**src/rtl/ccg_pkg.sv**
```systemverilog
`timescale 1ns/1ps
package ccg_pkg;
    typedef enum logic [1:0] {
        ST_LOAD  = 2'd0,
        ST_WAIT  = 2'd1,
        ST_SYNC  = 2'd2,
        ST_FRAME = 2'd3
    } ccg_state_e;

    // cascade of frame-rate stages: M, Q, OVER
    localparam int NSTAGE = 3;
endpackage

```
**src/rtl/ccg_div.sv**
```systemverilog
`timescale 1ns/1ps
module ccg_div #(
    parameter int W = 8
) (
    input  logic         clk,
    input  logic         rst_n,
    input  logic         en,
    input  logic         restart,
    input  logic [W-1:0] val,
    output logic         tick
);
    logic [W-1:0] cnt;
    logic         wrap;

    // value 0 or 1 acts as pass-through; >= tolerates a shrinking value
    assign wrap = (val <= W'(1)) || (cnt >= val - W'(1));
    assign tick = en && wrap;

    always_ff @(posedge clk or negedge rst_n) begin
        if (!rst_n) begin
            cnt <= '0;
        end else if (restart) begin
            cnt <= '0;
        end else if (en) begin
            cnt <= wrap ? '0 : cnt + W'(1);
        end
    end

    AST_RESTART_CLEARS: assert property (@(posedge clk) disable iff (!rst_n)
        (restart && val > W'(1)) |=> !tick || !en || (val <= W'(1))) else $error("restart");
endmodule

```
**src/rtl/ccg_fsm.sv**
```systemverilog
`timescale 1ns/1ps
module ccg_fsm
    import ccg_pkg::*;
(
    input  logic clk,
    input  logic rst_n,
    input  logic master,
    input  logic over_tick,
    input  logic ext_fall,
    input  logic bit_tick,
    output logic frame_start,
    output logic load,
    output logic run,
    output logic fs_n
);
    ccg_state_e state, nxt;

    assign frame_start = ((state == ST_LOAD) && master) || (master ? over_tick : ext_fall);
    assign load        = frame_start || (state == ST_LOAD);

    always_ff @(posedge clk or negedge rst_n) begin
        if (!rst_n) state <= ST_LOAD;
        else        state <= nxt;
    end

    always_comb begin
        nxt = state;
        if (frame_start) begin
            nxt = ST_SYNC;
        end else begin
            unique case (state)
                ST_LOAD:  nxt = ST_WAIT;
                ST_WAIT:  nxt = ST_WAIT;
                ST_SYNC:  nxt = bit_tick ? ST_FRAME : ST_SYNC;
                ST_FRAME: nxt = ST_FRAME;
            endcase
        end
    end

    always_comb begin
        fs_n = (state != ST_SYNC);
        run  = (state != ST_LOAD);
    end

    AST_SYNC_ONE_BIT: assert property (@(posedge clk) disable iff (!rst_n)
        (state == ST_SYNC && bit_tick && !frame_start) |=> fs_n) else $error("sync");
    AST_FALL_NEEDS_START: assert property (@(posedge clk) disable iff (!rst_n)
        $fell(fs_n) |-> $past(frame_start)) else $error("fall");
endmodule

```
**src/rtl/codec_clkgen.sv**
```systemverilog
`timescale 1ns/1ps
module codec_clkgen
    import ccg_pkg::*;
#(
    parameter int DW = 8
) (
    input  logic          clk,
    input  logic          rst_n,
    input  logic          master_i,
    input  logic          mcm_i,
    input  logic          fs_ext_n_i,
    input  logic [DW-1:0] div_r_i,
    input  logic [DW-1:0] div_m_i,
    input  logic [DW-1:0] div_q_i,
    input  logic [DW-1:0] div_over_i,
    input  logic [DW-1:0] div_f0_i,
    input  logic [DW-1:0] div_aux_i,
    output logic          bit_stb_o,
    output logic          fs_n_o,
    output logic          f0_stb_o,
    output logic          aux_stb_o
);
    localparam logic [DW-1:0] ONE = DW'(1);

    logic          frame_start, load, run, ext_q, ext_fall, bit_tick, f0_tick;
    logic [DW-1:0] r_sh, m_sh, q_sh, over_sh, f_sh, n_sh;
    logic          mcm_sh;
    logic [DW-1:0] stage_val  [NSTAGE];
    logic          stage_en   [NSTAGE];
    logic          stage_tick [NSTAGE];

    // shadow copies: updated only at a frame boundary
    always_ff @(posedge clk or negedge rst_n) begin
        if (!rst_n) begin
            r_sh <= ONE; m_sh <= ONE; q_sh <= ONE; over_sh <= ONE;
            f_sh <= ONE; n_sh <= ONE; mcm_sh <= 1'b0;
        end else if (load) begin
            r_sh <= div_r_i; m_sh <= div_m_i; q_sh <= div_q_i; over_sh <= div_over_i;
            f_sh <= div_f0_i; n_sh <= div_aux_i; mcm_sh <= mcm_i;
        end
    end

    always_ff @(posedge clk or negedge rst_n) begin
        if (!rst_n) ext_q <= 1'b1;
        else        ext_q <= fs_ext_n_i;
    end
    assign ext_fall = ext_q && !fs_ext_n_i;

    assign stage_val[0] = mcm_sh ? m_sh : ONE;
    assign stage_val[1] = mcm_sh ? q_sh : ONE;
    assign stage_val[2] = over_sh;

    for (genvar g = 0; g < NSTAGE; g++) begin : g_stage
        if (g == 0) begin : g_head
            assign stage_en[g] = run;
        end else begin : g_link
            assign stage_en[g] = stage_tick[g-1];
        end
        ccg_div #(.W(DW)) u_div (
            .clk(clk), .rst_n(rst_n), .en(stage_en[g]), .restart(frame_start),
            .val(stage_val[g]), .tick(stage_tick[g])
        );
    end

    ccg_div #(.W(DW)) u_bit (
        .clk(clk), .rst_n(rst_n), .en(run), .restart(frame_start),
        .val(r_sh), .tick(bit_tick)
    );

    ccg_div #(.W(DW)) u_f0 (
        .clk(clk), .rst_n(rst_n), .en(run), .restart(1'b0),
        .val(f_sh), .tick(f0_tick)
    );

    ccg_div #(.W(DW)) u_aux (
        .clk(clk), .rst_n(rst_n), .en(f0_tick), .restart(1'b0),
        .val(n_sh), .tick(aux_stb_o)
    );

    ccg_fsm u_fsm (
        .clk(clk), .rst_n(rst_n), .master(master_i), .over_tick(stage_tick[NSTAGE-1]),
        .ext_fall(ext_fall), .bit_tick(bit_tick), .frame_start(frame_start),
        .load(load), .run(run), .fs_n(fs_n_o)
    );

    assign bit_stb_o = bit_tick;
    assign f0_stb_o  = f0_tick;

    AST_SLAVE_FOLLOW: assert property (@(posedge clk) disable iff (!rst_n)
        (!master_i && ext_fall) |=> !fs_n_o) else $error("slave");
    AST_AUX_WITH_CARRIER: assert property (@(posedge clk) disable iff (!rst_n)
        aux_stb_o |-> f0_stb_o) else $error("aux");
    AST_SHADOW_HOLD: assert property (@(posedge clk) disable iff (!rst_n)
        !load |=> ($stable(r_sh) && $stable(over_sh) && $stable(mcm_sh))) else $error("shadow");
endmodule

```
**config.mk**
```make
export PLATFORM = sky130hd
export DESIGN_NAME = codec_clkgen
export DESIGN_NICKNAME = d
export VERILOG_FILES = /design/src/rtl/ccg_pkg.sv /design/src/rtl/ccg_div.sv /design/src/rtl/ccg_fsm.sv /design/src/rtl/codec_clkgen.sv
export SDC_FILE = /design/constraint.sdc
export NUM_CORES = 1
export LEC_CHECK = 0
export CAP_MARGIN = 25
export CORE_ASPECT_RATIO = 0.6
export CORE_UTILIZATION = 30
export DETAILED_ROUTE_END_ITERATION = 7
export MAX_ROUTING_LAYER = met4
export PLACE_DENSITY_LB_ADDON = 0.12
export SETUP_SLACK_MARGIN = 0.1
export SYNTH_ARGS = -nofsm -noshare
export SYNTH_HDL_FRONTEND = slang
export SYNTH_SLANG_ARGS = --single-unit
```
**constraint.sdc**
```tcl
create_clock -name clk -period 3.9 [get_ports clk]
set_clock_uncertainty 0.1 [all_clocks]
set_input_delay 0.585 -clock clk [delete_from_list [all_inputs] [get_ports clk]]
set_output_delay 0.585 -clock clk [all_outputs]
set_load 0.01 [all_outputs]
```
### Word-level counts from Yosys, hierarchy flattened

Index checks and enable logic that the tools add are counted.

* output and inout bits: 4
* flip-flop bits (word level): 100

* reductions and logical operators: 23
* $lt $le $gt $ge: 12
* mux-type cells: 20
* $add $sub $neg: 12
* equal/unequal tests: 4

Operators with widths (count)
* 2-to-1 mux 8 bit: 16
* adder 8 x 1 -> 8 bit, second input constant: 6
* >= comparator 8 bit: 6
* <= comparator 8 x 1 -> 1 bit, second input constant: 6
* subtractor 8 x 1 -> 8 bit, second input constant: 6
* logical AND 1 bit: 8
* logical OR 1 bit: 8
* nonzero test 2 bit: 4
* case mux 2 bit (3 select lines): 1
* equality test 2 bit, second input constant: 2
* equality test 2 x 1 -> 1 bit, second input constant: 1
* logical NOT 2 bit: 1
* 2-to-1 mux 1 bit: 2
* 2-to-1 mux 2 bit: 1
* != test 2 bit, second input constant: 1
* OR reduction 2 bit: 1
* logical NOT 1 bit: 1

### Longest topological paths before layout

Gate-level depths: netlist of run 1.

* depth after elaboration: 10
* gate-level depth with buffers: 15
* mapped depth without buffers: 13

### By module

Synthesis of run 1 repeated with hierarchy kept, for this count alone.

* cells, all modules: 692
* area, all modules: 7004.2 µm²

Modules (own cells, without submodules)
* ccg_div at g_stage[1].u_div ...: instances 4, cells an instance 96, seq. area each 200.2 µm², area an instance 808.3 µm²
* codec_clkgen: instances 1, cells an instance 123, seq. area each 1260.0 µm², area an instance 2011.9 µm²
* ccg_div at g_stage[0].u_div ...: instances 2, cells an instance 85, seq. area each 200.2 µm², area an instance 813.3 µm²
* ccg_fsm: instances 1, cells an instance 15, seq. area each 50.0 µm², area an instance 132.6 µm²

### Least setup slack after synthesis of run 1

Ideal clock, no wire load.

* path kind: flip-flop to flip-flop
* start point: register m_sh[1]
* end point: register f_sh[4]
* cell stages (with the launch flop): 14
* data arrival time: 3.335 ns
* path buffers: 3
* slack: 0.340 ns
* cells stage by stage: dfrtp_1 or4_1 buf_2 nor4_1 xor2_1 nand2_1 ha_1 and4_1 a31oi_2 a21oi_4 a31oi_2 buf_2 buf_6 mux2_4

* longest elaborated chain between the ends: 10

RTL lines
* start: declaration: line codec_clkgen.sv:26 `logic [DW-1:0] r_sh, m_sh, q_sh, over_sh, f_sh, n_sh;`
* start signal: assignment: line codec_clkgen.sv:38 `r_sh <= div_r_i; m_sh <= div_m_i; q_sh <= div_q_i; over_sh <= div_over_i;`
* 2-to-1 mux 8 bit *: line codec_clkgen.sv:49 `assign stage_val[0] = mcm_sh ? m_sh : ONE;`
* subtractor 8 x 1 -> 8 bit: line ccg_div.sv:16 `assign wrap = (val <= W'(1)) || (cnt >= val - W'(1));`
* >= comparator 8 bit: line ccg_div.sv:16
* logical OR 1 bit *: line ccg_div.sv:16
* logical AND 1 bit * (3 in a row): line ccg_div.sv:17 `assign tick = en && wrap;`
* 2-to-1 mux 1 bit *: line ccg_fsm.sv:18 `assign frame_start = ((state == ST_LOAD) && master) || (master ? over_tick : ext_fall);`
* logical OR 1 bit *: line ccg_fsm.sv:18
* logical OR 1 bit *: line ccg_fsm.sv:19 `assign load = frame_start || (state == ST_LOAD);`
* end signal: assignment: line codec_clkgen.sv:39 `f_sh <= div_f0_i; n_sh <= div_aux_i; mcm_sh <= mcm_i;`
* end: declaration: line codec_clkgen.sv:26

Mark *: on every way between the ends. The rest lies on a longest branch, timed or not.
A chain may end at the register's enable or synchronous reset.

### Worst setup path after layout of run 1

* start point: register f_sh[2]
* end point: output port f0_stb_o

* longest elaborated chain between the ends: 4

RTL lines
* subtractor 8 x 1 -> 8 bit: line ccg_div.sv:16
* >= comparator 8 bit: line ccg_div.sv:16
* logical OR 1 bit *: line ccg_div.sv:16
* logical AND 1 bit *: line ccg_div.sv:17
* end: declaration: line codec_clkgen.sv:20 `output logic f0_stb_o,`

Marks and branches as above.

==> impl_metrics.toml, run 1 <==
[run_status]
status = "complete, no violations"

[logic_synthesis]
synth_edf_count = 0
ys_ff_latch = 100
yosysSeqAreaShare = 0.398
async_reset_ff_frac = 1.00
avgSynthCellArea_um2 = 10.0
yosysWarningCount = 0
netlist_area_um2 = 6310
yosys.area.top_type = "dfrtp_1"
synth_top_area_frac = 0.369
synth_ff_type = "dfrtp_1"
synthTopCellsByArea = "dfrtp_1, ha_1, mux2_2"
syn_nets = 748
synth.distinct_cells = 52
syn_inst = 631

[timing]
setup_ws_ns = 0.234
hold_ws_ns = 0.241
fmax_ghz = 0.273
setup_viol = 0
slew_violations = 0
setup_tns_ns = 0
hold_viol_final = 0
finalCritPeriodShare = 0.940
tightest_slew_ns = 0.924
rsz0062_at_grt = "yes"
slew_headroom = 0.382
fin_crit_ns = 3.67

[power_and_ir_drop]
ir_drop_v = 0.000233
switching_share = 0.405
power.switching_mw = 2.17
p_clk_frac = 0.169
combPwrFrac = 0.463
power.leakage_nw = 3.41
p_per_area_nw_per_um2 = 695
p_int_mw = 3.19
p_seq_frac = 0.368

[layout]
antenna-diode-count = 0
area_delta_synth_final_pct = 22.2
regArea_um2 = 2510
multiInputGateArea_um2 = 3690
layout-drive-gt1-share = 0.165
num-fill-cells = 2030
final_nets = 823
fin_area_um2 = 7710

[global_route]
antenna_found_initial = 0
grt.total_usage = 0.142
overflow = 0
grt_pass1_wl_um = 24000
grt_max_degree = 63
grt_pass1_vias = 4774

[setup_path]
endpoint_kind = "output pin"
startpoint_type = "flop"
required_ns = 3.21
worst-setup-path-type = "flop to output pin"
crit_fanout = 5
crit_arrival_ns = 2.98

[die]
fp.dieArea_um2 = 21600
io_pins = 57
die_y_um = 114
die_w_um = 189
core_um2 = 20300
initial_core_util = 0.311
row_count = 40

[detailed_routing]
final_antenna_net_count = 0
wl_per_cell_um = 14.7
drt-total-wl_um = 14500
vias = 4863
first_iter_violations = 264
post-route-drc-count = 0
viasPerCell = 4.95
first_pass_iters = 4

[job]
cap_violations = 0

[clocking]
root_buffer = "clkbuf_16"
cts_num_sinks = 100
cts_tree = "done"
h-tree-depth = 3
clkTransAtPathRegs_ns = 0.07
insertion_delay_ns = 0.35
cts_buffers = 9
clock_path_buffers = 2

[placed_design]
portBuffers = 56
place_area_um2 = 7290
hpwl_um = 10400
dpl_worst_slack_ns = 0.260
place.gp.congestion = 0.781

[min_path]
hold_class = "input pin to async pin"
## per-layer routing
metal / global-route usage / vias to the layer above / routed length, µm / share of wire
met5: - / - / 0 / 0
met4: 0.0306 / 0 / 100 / 0.0069
met3: 0.0310 / 9 / 342 / 0.024
met2: 0.207 / 51 / 6260 / 0.43
met1: 0.200 / 2376 / 7750 / 0.54
li1: - / 2427 / - / -
## cells by family after synthesis
family	count (synthesis)	share of synthesized area
AND/OR/NAND/NOR	208	0.168
adder cells (fa/ha/maj)	64	0.127
flip-flops	100	0.398
XOR/XNOR	45	0.0625
AO/OA/AOI/OAI	111	0.116
buffers and inverters	48	0.0311
multiplexers	55	0.0978
## Yosys cell counts, types with 5 or more instances
cell type,count
and4_1,5
nor3_1,11
clkbuf_1,7
xor2_1,20
a21o_1,10
o31ai_1,11
nor2b_1,6
nand4_1,16
or4_1,7
a31oi_1,7
nand2_1,43
nand3_1,15
o21ai_0,40
nor4_1,11
mux2_2,49
nor2_1,55
nand2b_1,8
dfstp_2,7
a211oi_1,6
dfrtp_1,93
and3_1,12
xnor2_1,25
a21oi_1,14
inv_1,33
buf_2,7
mux2i_1,5
ha_1,64
## placed cells by master, fill, tap and decap left out, types with 8 or more instances in the layout
master	Yosys	layout
buf_4	0	22
a21o_1	10	10
clkdlybuf4s50_1	0	52
ha_1	64	64
inv_1	33	32
xor2_1	20	20
mux2_2	49	49
nand2b_1	8	8
clkbuf_16	0	10
xnor2_1	25	25
nand3_1	15	15
a21oi_1	14	14
o31ai_1	11	11
and3_1	12	12
nor2_1	55	55
nand4_1	16	16
nand2_1	43	43
dfrtp_1	93	93
o21ai_0	40	40
nor3_1	11	10
## worst paths after layout
| check | start | end | slack, ns | cells after the start |
|---|---|---|---|---|
| setup / recovery | f_sh[2] | f0_stb_o | 0.23 | 11 |
| hold / removal | rst_n | u_aux.cnt[3] | 0.24 | 1 |
| setup reg to reg | m_sh[1] | n_sh[3] | 0.27 | 12 |
| hold reg to reg | u_aux.cnt[7] | u_aux.cnt[7] | 0.40 | 1 |
| max in group asynchronous | rst_n | q_sh[0] | 2.60 | 2 |
| min in group clk | u_aux.cnt[7] | u_aux.cnt[7] | 0.40 | 1 |
## power by group through the flow
stage | combinational [mW] | sequential [mW] | clock, mW
after floorplan | 1.85 | 1.80 | 0
after global placement | 2.35 | 1.95 | 0
after detailed placement | 2.43 | 1.97 | 0
after CTS | 2.48 | 1.96 | 0.955
after global routing | 2.83 | 2.06 | 0.996
final | 2.48 | 1.98 | 0.907
## state kept, by name, summed over array words and instances (netlist names), 2 cells and up
name and count:
u_aux.cnt 8, r_sh 8, n_sh 8, q_sh 8, m_sh 8, g_stage.u_div.cnt 24
u_bit.cnt 8, f_sh 8, over_sh 8, u_fsm.state 2, u_f0.cnt 8
## final cells by class
class / count / area share
sequential: 100 / 0.326
timing repair buffer: 79 / 0.0981
clock buffer: 11 / 0.0315
multi-input combinational: 483 / 0.478
inverter: 33 / 0.0161
tap: 273 / 0.0443
clock inverter: 4 / 0.00649
## critical path: stages (launching register included)
cell and delay (ns):
dfrtp_1 0.43, or4_4 0.57, nor2_1 0.15, xnor2_1 0.14, ha_1 0.26, a21o_1 0.17
a211oi_2 0.24, o21ai_2 0.09, buf_4 0.15, nand2_1 0.10, inv_2 0.06, dlygate4sd2_1 0.28
## repair_timing
item / in CTS / in global routing
setup endpoints to repair: 3 / 58
hold buffers: 0 / 0
setup buffers: 2 / 3
pin swaps: 2 / 4
gates resized for setup: 9 / 6
cloned: 0 / 1
## metrics by stage
stage	total power, mW	cells	utilization
CTS	5.40	979	0.376
global placement	4.30	962	0.359
detailed placement	4.40	962	0.359
global route	5.89	983	0.380
finish	5.36	983	0.380
floorplan	3.65	631	-
Power figures use the tool's default switching activity.
==> run 2, diff against run 1 <==
Settings changed: DONT_BUFFER_PORTS from default to 1, SKIP_CTS_REPAIR_TIMING from default to 1, TNS_END_PERCENT from default to 50.
==> run 2 against run 1 <==
Net effect: critical path depth rose by 2; cell count is 5.7% lower; clock power is 16% higher; register-to-register slack about the same; first-iteration DRC count decreased by 12%; final area is 6.7% lower; non-clock buffer count down 59; combinational power down 3%; worst hold slack worse by 0.18 ns; critical path type is now flop to flop; critical endpoint is now u_bit.cnt[1]; highest routed layer unchanged.
==> impl_metrics.toml, run 2 (synthesized netlist as in run 1, its figures left out) <==
[run_status]
status = "complete, no violations"

[timing]
hold_viol_final = 0
fin_crit_ns = 3.62
fmax_ghz = 0.276
rsz0062_at_grt = "no"
slew_headroom = 0.301
hold_ws_ns = 0.0634
setup_tns_ns = 0
slew_violations = 0
tightest_slew_ns = 1.04
setup_viol = 0
setup_ws_ns = 0.282
finalCritPeriodShare = 0.928

[setup_path]
crit_fanout = 21
crit_arrival_ns = 3.76
startpoint_type = "flop"
critical_path_buf_inv_count = 2
worstPathCellList = "or4_4 -> nor4_2 -> xor2_1 -> nand2_1 -> ha_1 -> and4_1 -> a31oi_2 -> a21oi_4 -> a31oi_4 -> buf_4 -> clkbuf_16 -> and2_1 -> a22o_1"
required_ns = 4.04
endpoint_kind = "flop"
worst-setup-path-type = "flop to flop"
cp_slowest_cell = "or4_4"
rr_startpoint = "m_sh[1]"
critical_path.top_delay_family = "simple AND/OR/NAND/NOR gates"
r2r-end = "u_bit.cnt[1]"
r2r_setup_slack_ns = 0.28
r2r_cells = 13
max_stage_delay_ns = 0.60

[detailed_routing]
first_pass_iters = 5
final_antenna_net_count = 0
drt-total-wl_um = 14600
viasPerCell = 4.99
wl_per_cell_um = 15.8
vias = 4622
post-route-drc-count = 0
first_iter_violations = 232

[layout]
stdcell_count = 927
area_delta_synth_final_pct = 14.0
final_nets = 764
largest_register = "g_stage.u_div.cnt"
largest_reg_flops = 24
regArea_um2 = 2510
post-route-util = 0.354
layout_commonest_cell = "dfrtp_1"
layout_common_cells = "dfrtp_1, ha_1, nor2_1, mux2_2, nand2_1"
num-fill-cells = 2069
layout-drive-gt1-share = 0.173
multiInputGateArea_um2 = 3670
fin_area_um2 = 7190

[clocking]
clkTransAtPathRegs_ns = 0.07
h-tree-depth = 3
cts_num_sinks = 100
insertion_delay_ns = 0.35
cts_buffers = 9
root_buffer = "clkbuf_16"
cts_tree = "done"
clock_path_buffers = 2

[die]
fp.dieArea_um2 = 21600
die_y_um = 114
initial_core_util = 0.311
die_w_um = 189
row_count = 40
core_um2 = 20300
io_pins = 57

[global_route]
antenna_found_initial = 2
grt.total_usage = 0.143
grt_pass1_wl_um = 23800
overflow = 0
grt_max_degree = 101
grt_pass1_vias = 4621

[placed_design]
portBuffers = 0
hpwl_um = 10300
place_area_um2 = 6720
dpl_worst_slack_ns = 0.225
dpl.cell_count = 903
place.gp.congestion = 0.797

[power_and_ir_drop]
power.leakage_nw = 3.20
ir_drop_v = 0.000291
total_power_mw = 5.42
p_per_area_nw_per_um2 = 754

[job]
cap_violations = 0

[min_path]
hold_class = "input pin to async pin"
run 2: layout make-up:
type	instances	area share
sequential	100	0.349
timing repair buffer	20	0.0282
tap	273	0.0475
inverter	33	0.0172
antenna	2	0.000696
multi-input combinational	483	0.510
clock buffer	11	0.0337
clock inverter	5	0.0139
run 2: worst max path at each step:
| stage | startpoint | endpoint | slack (ns) | depth (start not counted) |
|---|---|---|---|---|
| 2_1_floorplan | m_sh[1] | f_sh[4] | 0.34 | 13 |
| 3_3_place_gp | m_sh[1] | r_sh[1] | 0.28 | 11 |
| 3_5_place_dp | m_sh[1] | m_sh[2] | 0.23 | 11 |
| 4_1_cts | n_sh[2] | aux_stb_o | 0.07 | 8 |
| 5_1_grt | m_sh[1] | u_bit.cnt[1] | 0.08 | 13 |
| 6_report | m_sh[1] | u_bit.cnt[1] | 0.28 | 13 |
run 2: per-layer routing:
metal	global-route usage	up-vias	part of all wire
met5	-	-	0
met1	0.197	2242	0.53
li1	-	2316	-
met4	0.0328	0	0.0081
met3	0.0356	13	0.033
met2	0.211	51	0.43
run 2: power breakdown:
group          internal (mW)  switching, mW
clock network          0.643          0.402
registers               1.44          0.532
logic                   1.16           1.24
total                   3.25           2.17
run 2: worst register-to-register path, delay by kind of cell, from the launching register on:
family | cells | cell delay, ns
flops | 1 | 0.42
compound gates | 4 | 0.81
buf+inv | 2 | 0.37
xor+xnor | 1 | 0.17
simple gates | 5 | 1.28
fa+ha+maj | 1 | 0.33
==> run 3, diff against run 2 <==
Settings changed: CORE_UTILIZATION 30 to 60.
==> run 3 against run 2 <==
Net effect: clock power is essentially flat; final area fell by 3.5%; sequential share of layout area increased by 1.3 points; sequential power hardly changed; largest power group unchanged.
==> impl_metrics.toml, run 3 (synthesized netlist as in run 1, its figures left out) <==
[detailed_routing]
viasPerCell = 6.15
first_pass_iters = 5
first_iter_violations = 290
final_antenna_net_count = 0
drt-total-wl_um = 14100
vias = 4809
post-route-drc-count = 0
top_layer_used = "met4"
met2_length_um = 6390
wl_per_cell_um = 18.1
wl_met1_um = 6960
wl_met3_um = 618

[layout]
fin_area_um2 = 6940
largest_reg_flops = 24
largest_register = "g_stage.u_div.cnt"
final_nets = 759
layout-drive-gt1-share = 0.161
area_delta_synth_final_pct = 9.99
antenna-diode-count = 0
layout_commonest_cell = "dfrtp_1"
layout_common_cells = "dfrtp_1, ha_1, nor2_1, mux2_2, nand2_1"

[setup_path]
endpoint_kind = "output pin"
max_stage_delay_ns = 0.59
rr_startpoint = "m_sh[1]"
required_ns = 3.21
crit_arrival_ns = 2.97
critical_path_buf_inv_count = 0
r2r_cells = 11
cp_slowest_cell = "or4_1"
startpoint_type = "flop"
worst-setup-path-type = "flop to output pin"
worstPathCellList = "or4_1 -> nor4_1 -> xnor2_1 -> ha_1 -> and4_1 -> o21ai_0 -> o21ai_1 -> and3_1"
crit_fanout = 5
r2r-end = "n_sh[5]"
critical_path.top_delay_family = "simple AND/OR/NAND/NOR gates"
r2r_setup_slack_ns = 0.38

[placed_design]
place.gp.congestion = 0.831
place_area_um2 = 6530
dpl_worst_slack_ns = 0.257
portBuffers = 0
hpwl_um = 10100

[power_and_ir_drop]
power.leakage_nw = 3.16
ir_drop_v = 0.000425
p_per_area_nw_per_um2 = 784

[timing]
hold_viol_final = 0
finalCritPeriodShare = 0.938
fmax_ghz = 0.273
rsz0062_at_grt = "no"
slew_headroom = 0.461
fin_crit_ns = 3.66
setup_ws_ns = 0.243
tightest_slew_ns = 0.806
slew_violations = 0
setup_viol = 0
setup_tns_ns = 0

[global_route]
grt_pass1_wl_um = 22800
antenna_found_initial = 0
grt_max_degree = 101
grt_pass1_vias = 4694
overflow = 0
grt.total_usage = 0.277

[die]
die_w_um = 134
initial_core_util = 0.630
die_y_um = 81.4
fp.dieArea_um2 = 10900
core_um2 = 10000
row_count = 28
io_pins = 57

[clocking]
root_buffer = "clkbuf_16"
h-tree-depth = 3
cts_tree = "done"
cts_num_sinks = 100
clkTransAtPathRegs_ns = 0.07
cts_buffers = 9
clock_path_buffers = 2
insertion_delay_ns = 0.35

[job]
cap_violations = 0

[run_status]
status = "complete, no violations"

[min_path]
hold_class = "input pin to async pin"
==> run 3: changes by cell type in the layout (fill, tap and decap cells not counted), moves of 2 or more <==
cell     change
buf_4        -5
diode_2      -2
nor3_1       +2
nor3_2       -2
nor4_1       +2
nor4_2       -2
==> run 3: worst register-to-register path: stages (launching register included) <==
cell and delay (ns):
dfrtp_1 0.42, or4_4 0.60, nor4_2 0.19, xor2_1 0.18, nand2_1 0.08, ha_1 0.32
and4_1 0.22, a31oi_2 0.26, a21oi_4 0.14, a31oi_4 0.24, buf_12 0.27, mux2_2 0.38
==> run 3: area by class of cell <==
| type | count | area (µm²) |
|---|---|---|
| Timing Repair Buffer | 15 | 151 |
| Clock buffer | 10 | 229 |
| Tap cell | 135 | 169 |
| Clock inverter | 6 | 111 |
| Multi-Input combinational cell | 483 | 3640 |
| Sequential cell | 100 | 2510 |
| Inverter | 33 | 124 |
| Fill cell | 763 | 3080 |
==> run 3: power by group <==
group	switching, mW	internal [mW]	total, mW
clock network	0.396	0.629	1.02
logic	1.28	1.15	2.43
registers	0.544	1.44	1.99
total	2.22	3.23	5.44
==> run 3: worst max path at each step <==
| stage | from | to | cells past startpoint | slack [ns] |
|---|---|---|---|---|
| after floorplan | m_sh[1] | f_sh[4] | 13 | 0.34 |
| after global placement | m_sh[1] | n_sh[7] | 11 | 0.37 |
| after detailed placement | m_sh[1] | f_sh[7] | 11 | 0.26 |
| after CTS | f_sh[2] | f0_stb_o | 9 | 0.20 |
| after global routing | f_sh[2] | f0_stb_o | 10 | 0.09 |
| final | n_sh[2] | aux_stb_o | 8 | 0.24 |
==> run 3: per-layer routing <==
| layer | global-route usage | up-vias |
|---|---|---|
| li1 | - | 2307 |
| met1 | 0.376 | 2366 |
| met2 | 0.436 | 120 |
| met3 | 0.0494 | 16 |
| met4 | 0.0697 | 0 |
| met5 | - | - |
==> run 3: metrics by stage <==
stage                     hold slack (ns)  total power, mW  cells  utilization
after floorplan                     0.189             3.65    631            -
after global placement              0.192             4.14    764        0.652
after detailed placement            0.192             4.34    764        0.652
after CTS                          -0.176             5.40    780        0.686
after global routing               0.0803             5.90    782        0.693
final                              0.0532             5.44    782        0.693
